`src/rtl/sdce_pkg.sv`:
```
package sdce_pkg;

  localparam int CMD_BITS  = 48;
  localparam int SHORT_BITS = 48;
  localparam int LONG_BITS = 136;
  localparam int WAIT_WIN  = 64;

  typedef enum logic [1:0] {
    RX_IDLE,
    RX_WAIT,
    RX_BITS
  } rx_state_t;

  // Serial CRC7, generator x^7 + x^3 + 1, register starts at zero.
  function automatic logic [6:0] crc7_calc(input logic [39:0] msg);
    logic [6:0] c;
    logic       fb;
    c = 7'd0;
    for (int i = 39; i >= 0; i--) begin
      fb = c[6] ^ msg[i];
      c  = {c[5:0], 1'b0};
      if (fb) c = c ^ 7'h09;
    end
    return c;
  endfunction

  function automatic logic [47:0] cmd_frame(input logic [5:0] idx, input logic [31:0] arg);
    logic [39:0] head;
    head = {1'b0, 1'b1, idx, arg};
    return {head, crc7_calc(head), 1'b1};
  endfunction

endpackage

```
`src/rtl/sdce_cmd_tx.sv`:
```
module sdce_cmd_tx #(
  parameter int FRAME_W = 48
) (
  input  logic               clk,
  input  logic               rst_n,
  input  logic               load,
  input  logic [FRAME_W-1:0] frame,
  output logic               line,
  output logic               oe,
  output logic               last
);
  localparam int CNT_W = $clog2(FRAME_W);

  logic [FRAME_W-1:0] sh;
  logic [CNT_W-1:0]   cnt;
  logic               act;

  // Named event: the closing bit is on the line this cycle.
  assign last = act && (cnt == CNT_W'(FRAME_W - 1));
  assign line = act ? sh[FRAME_W-1] : 1'b1;
  assign oe   = act;

  always_ff @(posedge clk) begin
    if (!rst_n) begin
      sh  <= '0;
      cnt <= '0;
      act <= 1'b0;
    end else if (load) begin
      sh  <= frame;
      cnt <= '0;
      act <= 1'b1;
    end else if (act) begin
      sh  <= {sh[FRAME_W-2:0], 1'b1};
      cnt <= cnt + 1'b1;
      if (last) act <= 1'b0;
    end
  end

  a_r1_release_after_last: assert property (@(posedge clk) disable iff (!rst_n)
    last |=> !oe);
  a_r1_load_only_idle: assert property (@(posedge clk) disable iff (!rst_n)
    load |-> !oe);

endmodule

```
`src/rtl/sdce_rsp_rx.sv`:
```
module sdce_rsp_rx
  import sdce_pkg::*;
#(
  parameter int LONG_W   = 136,
  parameter int SHORT_W  = 48,
  parameter int WAIT_CYC = 64
) (
  input  logic              clk,
  input  logic              rst_n,
  input  logic              arm,
  input  logic              long_sel,
  input  logic              line,
  output logic              done,
  output logic              tmo,
  output logic [LONG_W-1:0] frame
);
  localparam int RC_W = $clog2(LONG_W + 1);
  localparam int WC_W = $clog2(WAIT_CYC);

  rx_state_t       st;
  logic [RC_W-1:0] rcnt;
  logic [WC_W-1:0] wcnt;
  logic            long_q;
  logic [RC_W-1:0] need;
  logic            start_seen;
  logic            wait_expired;

  assign need         = long_q ? RC_W'(LONG_W) : RC_W'(SHORT_W);
  assign start_seen   = (st == RX_WAIT) && !line;
  assign wait_expired = (st == RX_WAIT) && line && (wcnt == WC_W'(WAIT_CYC - 1));

  always_ff @(posedge clk) begin
    if (!rst_n) begin
      st     <= RX_IDLE;
      rcnt   <= '0;
      wcnt   <= '0;
      long_q <= 1'b0;
      frame  <= '0;
      done   <= 1'b0;
      tmo    <= 1'b0;
    end else begin
      done <= 1'b0;
      tmo  <= 1'b0;
      case (st)
        RX_IDLE: begin
          if (arm) begin
            st     <= RX_WAIT;
            wcnt   <= '0;
            long_q <= long_sel;
          end
        end
        RX_WAIT: begin
          if (start_seen) begin
            st    <= RX_BITS;
            frame <= '0;
            rcnt  <= RC_W'(1);
          end else if (wait_expired) begin
            tmo <= 1'b1;
            st  <= RX_IDLE;
          end else begin
            wcnt <= wcnt + 1'b1;
          end
        end
        RX_BITS: begin
          frame <= {frame[LONG_W-2:0], line};
          rcnt  <= rcnt + 1'b1;
          if (rcnt == need - 1'b1) begin
            done <= 1'b1;
            st   <= RX_IDLE;
          end
        end
        default: st <= RX_IDLE;
      endcase
    end
  end

  a_r4_arm_when_idle: assert property (@(posedge clk) disable iff (!rst_n)
    arm |-> (st == RX_IDLE));
  a_r4_timeout_line_high: assert property (@(posedge clk) disable iff (!rst_n)
    tmo |-> $past(line));
  a_r8_done_from_bits: assert property (@(posedge clk) disable iff (!rst_n)
    done |-> $past(st == RX_BITS));
  a_r9_done_tmo_exclusive: assert property (@(posedge clk) disable iff (!rst_n)
    !(done && tmo));

endmodule

```
`src/rtl/sd_cmd_engine.sv`:
```
module sd_cmd_engine
  import sdce_pkg::*;
(
  input  logic        clk,
  input  logic        rst_n,
  input  logic        start,
  input  logic [5:0]  cmd_idx,
  input  logic [31:0] cmd_arg,
  input  logic        rsp_en,
  input  logic        rsp_long,
  input  logic        rsp_nocrc,
  input  logic        cmd_in,
  output logic        cmd_o,
  output logic        cmd_oe,
  output logic        busy,
  output logic        flag_sent,
  output logic        flag_recv,
  output logic        flag_crcerr,
  output logic        flag_timeout,
  output logic [31:0] resp0,
  output logic [31:0] resp1,
  output logic [31:0] resp2,
  output logic [31:0] resp3
);
  logic                 accept;
  logic                 tx_last;
  logic                 rx_done;
  logic                 rx_tmo;
  logic [LONG_BITS-1:0] rx_frame;
  logic                 ren_q, long_q, nocrc_q;
  logic                 ev_sent, ev_recv, ev_crcerr;
  logic                 short_crc_ok, skip_crc;

  assign accept = start && !busy;

  sdce_cmd_tx #(.FRAME_W(CMD_BITS)) u_tx (
    .clk   (clk),
    .rst_n (rst_n),
    .load  (accept),
    .frame (cmd_frame(cmd_idx, cmd_arg)),
    .line  (cmd_o),
    .oe    (cmd_oe),
    .last  (tx_last)
  );

  sdce_rsp_rx #(.LONG_W(LONG_BITS), .SHORT_W(SHORT_BITS), .WAIT_CYC(WAIT_WIN)) u_rx (
    .clk      (clk),
    .rst_n    (rst_n),
    .arm      (tx_last && ren_q),
    .long_sel (long_q),
    .line     (cmd_in),
    .done     (rx_done),
    .tmo      (rx_tmo),
    .frame    (rx_frame)
  );

  assign short_crc_ok = (crc7_calc(rx_frame[47:8]) == rx_frame[7:1]);
  assign skip_crc     = long_q || nocrc_q;
  assign ev_sent      = tx_last && !ren_q;
  assign ev_recv      = rx_done && (skip_crc || short_crc_ok);
  assign ev_crcerr    = rx_done && !skip_crc && !short_crc_ok;

  always_ff @(posedge clk) begin
    if (!rst_n) begin
      busy         <= 1'b0;
      ren_q        <= 1'b0;
      long_q       <= 1'b0;
      nocrc_q      <= 1'b0;
      flag_sent    <= 1'b0;
      flag_recv    <= 1'b0;
      flag_crcerr  <= 1'b0;
      flag_timeout <= 1'b0;
      resp0        <= '0;
      resp1        <= '0;
      resp2        <= '0;
      resp3        <= '0;
    end else if (accept) begin
      busy         <= 1'b1;
      ren_q        <= rsp_en;
      long_q       <= rsp_long;
      nocrc_q      <= rsp_nocrc;
      flag_sent    <= 1'b0;
      flag_recv    <= 1'b0;
      flag_crcerr  <= 1'b0;
      flag_timeout <= 1'b0;
    end else begin
      if (ev_sent || rx_done || rx_tmo) busy <= 1'b0;
      if (ev_sent)   flag_sent    <= 1'b1;
      if (ev_recv)   flag_recv    <= 1'b1;
      if (ev_crcerr) flag_crcerr  <= 1'b1;
      if (rx_tmo)    flag_timeout <= 1'b1;
      if (rx_done) begin
        if (long_q) begin
          resp3 <= rx_frame[127:96];
          resp2 <= rx_frame[95:64];
          resp1 <= rx_frame[63:32];
          resp0 <= rx_frame[31:0];
        end else begin
          resp0 <= rx_frame[39:8];
        end
      end
    end
  end

  a_r9_flags_onehot: assert property (@(posedge clk) disable iff (!rst_n)
    $onehot0({flag_sent, flag_recv, flag_crcerr, flag_timeout}));
  a_r9_clear_on_accept: assert property (@(posedge clk) disable iff (!rst_n)
    accept |=> !(flag_sent || flag_recv || flag_crcerr || flag_timeout));
  a_r1_idle_line_released: assert property (@(posedge clk) disable iff (!rst_n)
    !busy |-> !cmd_oe);
  a_r3_sent_after_drive: assert property (@(posedge clk) disable iff (!rst_n)
    $rose(flag_sent) |-> ($past(cmd_oe) && !cmd_oe));
  a_r8_long_never_crcerr: assert property (@(posedge clk) disable iff (!rst_n)
    $rose(flag_crcerr) |-> !long_q);

endmodule

```
`config.mk`:
```
export PLATFORM = sky130hd
export DESIGN_NAME = sd_cmd_engine
export DESIGN_NICKNAME = d
export VERILOG_FILES = /design/src/rtl/sdce_pkg.sv /design/src/rtl/sdce_cmd_tx.sv /design/src/rtl/sdce_rsp_rx.sv /design/src/rtl/sd_cmd_engine.sv
export SDC_FILE = /design/constraint.sdc
export NUM_CORES = 1
export LEC_CHECK = 0
export BUFFER_PORTS_ARGS = -buffer_cell sky130_fd_sc_hd__buf_2
export CORE_MARGIN = 8
export CORE_UTILIZATION = 47
export DETAILED_ROUTE_END_ITERATION = 10
export PLACE_DENSITY = 0.66
export SYNTH_ARGS = -nofsm -noshare
export SYNTH_HDL_FRONTEND = slang
export SYNTH_SLANG_ARGS = --single-unit
```
`constraint.sdc`:
```
create_clock -name clk -period 3.9 [get_ports clk]
set_clock_uncertainty 0.05 [all_clocks]
set_input_delay 0.585 -clock clk [delete_from_list [all_inputs] [get_ports clk]]
set_output_delay 0.585 -clock clk [all_outputs]
set_load 0.01 [all_outputs]
```
==> flow_summary.json <==
{
  "status": "complete, no violations",
  "syn_avg_cell_area_um2": 9.85,
  "cp.arrival_ns": 3.33,
  "synth_area_leader_cell": "dfxtp_1",
  "holdBufCountCts": 0,
  "internal-power_uw": 6110,
  "rsz0062_at_grt": "false",
  "tns_ns": 0,
  "grt_max_degree": 163,
  "cts_tree": "yes",
  "core_mm2": 0.0285,
  "cp.required_ns": 4.24,
  "antenna_left": 0,
  "syn_to_final_growth_pct": 17.5,
  "cts_made_buffers": 36,
  "yosysMostFrequentCell": "dfxtp_1",
  "pre_cts_slack_ns": 0.887,
  "seq_power_share_pct": 45.0,
  "initial_core_util_pct": 47.4,
  "firstDrtPassIters": 5,
  "drt_iter0_markers": 576,
  "die_area_mm2": 0.0344,
  "drive_above_1_share_pct": 17.3,
  "worstSetupEndpointType": "flop",
  "antenna_found_initial": 0,
  "p_sw_share_pct": 22.8,
  "comb_power_share_pct": 10.4,
  "ys_types": 43,
  "fin_cells": 1900,
  "clkLatencyLatePin_ns": 0.50,
  "fin_nets": 1538,
  "portBuffers": 179,
  "synthesis.nets": 1418,
  "die_y_um": 185,
  "cellLeakagePower_uw": 0.00653,
  "clkPwrFrac_pct": 44.5,
  "synthTopCellsByCount": "dfxtp_1 (338), nand2_1 (239), a22o_1 (128)",
  "synthTopCellsByArea": "dfxtp_1 (50%), a22o_1 (8.3%), nand2_1 (6.6%)",
  "diodes": 0,
  "clockBufferDepth": 3,
  "power_density_mw_per_mm2": 499,
  "hp-class": "in2reg",
  "cts_resized": 0,
  "fmax_ghz": 0.335,
  "grt_pass1_vias": 9707,
  "wl_um": 30900,
  "clock_sinks": 338,
  "post-cts-setup-buffer-count": 0,
  "synth_enable_flop_cells": 0,
  "final_cell_area_mm2": 0.0159,
  "synthArstFlopShare_pct": 0,
  "relSlewSlack_pct": 29.2,
  "std_cell_rows": 62,
  "yosysWarnings": 0,
  "clk_pin_slew_worst_paths_ns": 0.06,
  "start_kind": "flop",
  "netlist_instances": 1370,
  "avgRoutedWirePerCell_um": 16.3,
  "via_per_inst": 5.23,
  "min_period_ns": 2.98,
  "setup_viol": 0,
  "grtUsageTotal_pct": 17.5,
  "dp_hpwl_um": 20000,
  "synth_ff_type": "dfxtp_1",
  "synthesis.area_mm2": 0.0135,
  "ys_seq_area_share_pct": 50.1,
  "dpl_cell_area_mm2": 0.0146,
  "cts-root-buf": "clkbuf_16",
  "grt_remaining_overflow": 0,
  "top_level_ports": 180,
  "die_x_um": 185,
  "htreeDepth": 2,
  "design_power_total_uw": 7920,
  "peakVddDrop_v": 0.000323,
  "hold_viol_final": 0,
  "fin_crit_sh_pct": 76.5,
  "finalMaxSlewViolations": 0,
  "path_max_fanout": 5,
  "gp_congestion": 0.820,
  "grt_pass1_wl_um": 50400,
  "fin_ws_ns": 0.917,
  "drc_errors": 0,
  "cap_violations": 0,
  "switchingPower_uw": 1810,
  "crit_type": "reg2reg",
  "synth_top_cell_area_share_pct": 50.1,
  "vias": 9931,
  "worst_slew_pin_slew_ns": 1.06,
  "synth_seq_cells": 338,
  "placed_cells": 1836
}
cell usage in the layout, fill, tap and decap left out, types with 24 or more instances in the layout:
master,instances
dfxtp_1,336
nand2_1,238
buf_2,179
a22o_1,128
a21oi_1,108
xnor2_1,87
nor2_1,84
mux2i_1,82
a211oi_1,54
clkbuf_16,37
xor2_1,24
cells by family after synthesis:
kind of cell / Yosys count / synth area share (%)
AND/OR/NAND/NOR: 368 / 11.1
flip-flops: 338 / 50.1
AO/OA/AOI/OAI: 332 / 18.0
XOR/XNOR: 135 / 11.2
buffers and inverters: 109 / 3.03
multiplexers: 85 / 6.33
adder cells (fa/ha/maj): 3 / 0.278
final timing paths:
| kind | endpoint | slack, ns | start | cells past startpoint |
|---|---|---|---|---|
| setup reg to reg | flag_crcerr | 0.92 | u_rx.frame[39] | 8 |
| setup / recovery | flag_crcerr | 0.92 | u_rx.frame[39] | 8 |
| hold reg to reg | resp3[24] | 0.40 | resp3[24] | 2 |
| hold / removal | ren_q | 0.29 | rsp_en | 3 |
stage by stage:
step / hold WS [ns] / util (%)
final: 0.289 / 55.7
after global routing: 0.291 / 55.7
after CTS: 0.267 / 55.7
after detailed placement: 0.393 / 51.4
after global placement: 0.391 / 51.4
after floorplan: 0.377 / -
layout make-up:
cell class	count	area [um^2]
tap	384	480
inverter	1	6.26
clock inverter	11	166
timing repair buffer	190	1020
multi-input combinational	923	6350
clock buffer	53	1080
fill	2598	12600
sequential	338	6770
sequential cells by signal (all words and copies together), names as in the netlist, 2 cells and up:
register / flops
resp1: 32
u_rx.frame: 128
u_rx.st: 2
resp0: 32
resp3: 32
u_tx.sh: 48
u_tx.cnt: 6
u_rx.rcnt: 8
u_rx.wcnt: 6
resp2: 32
critical path: stages, from the launching register on:
cell       delay (ns)
dfxtp_1          0.41
xnor3_1          0.51
xnor3_1          0.41
xor3_1           0.25
xor3_1           0.39
or2_0            0.23
mux2i_1          0.15
o2111ai_1        0.22
a32o_1           0.26
routing by layer:
metal  track usage (%)  wire, um  share of wire (%)  up-vias
met3              3.18      1600                5.2       35
met4              3.81       407                1.3        0
met2              28.0     13900                 45      201
met1              24.4     14900                 48     4670
met5                 0         0                  0        -
li1                  -         -                  -     5025
power groups by stage:
stage               registers (uW)  logic, uW  clock network, uW
detailed placement            3640        835                  0
finish                        3570        825               3530
floorplan                     3630        690                  0
CTS                           3570        837               3610
global placement              3640        818                  0
global route                  3570        912               3760
No activity file was read; power rests on OpenSTA's default activity.
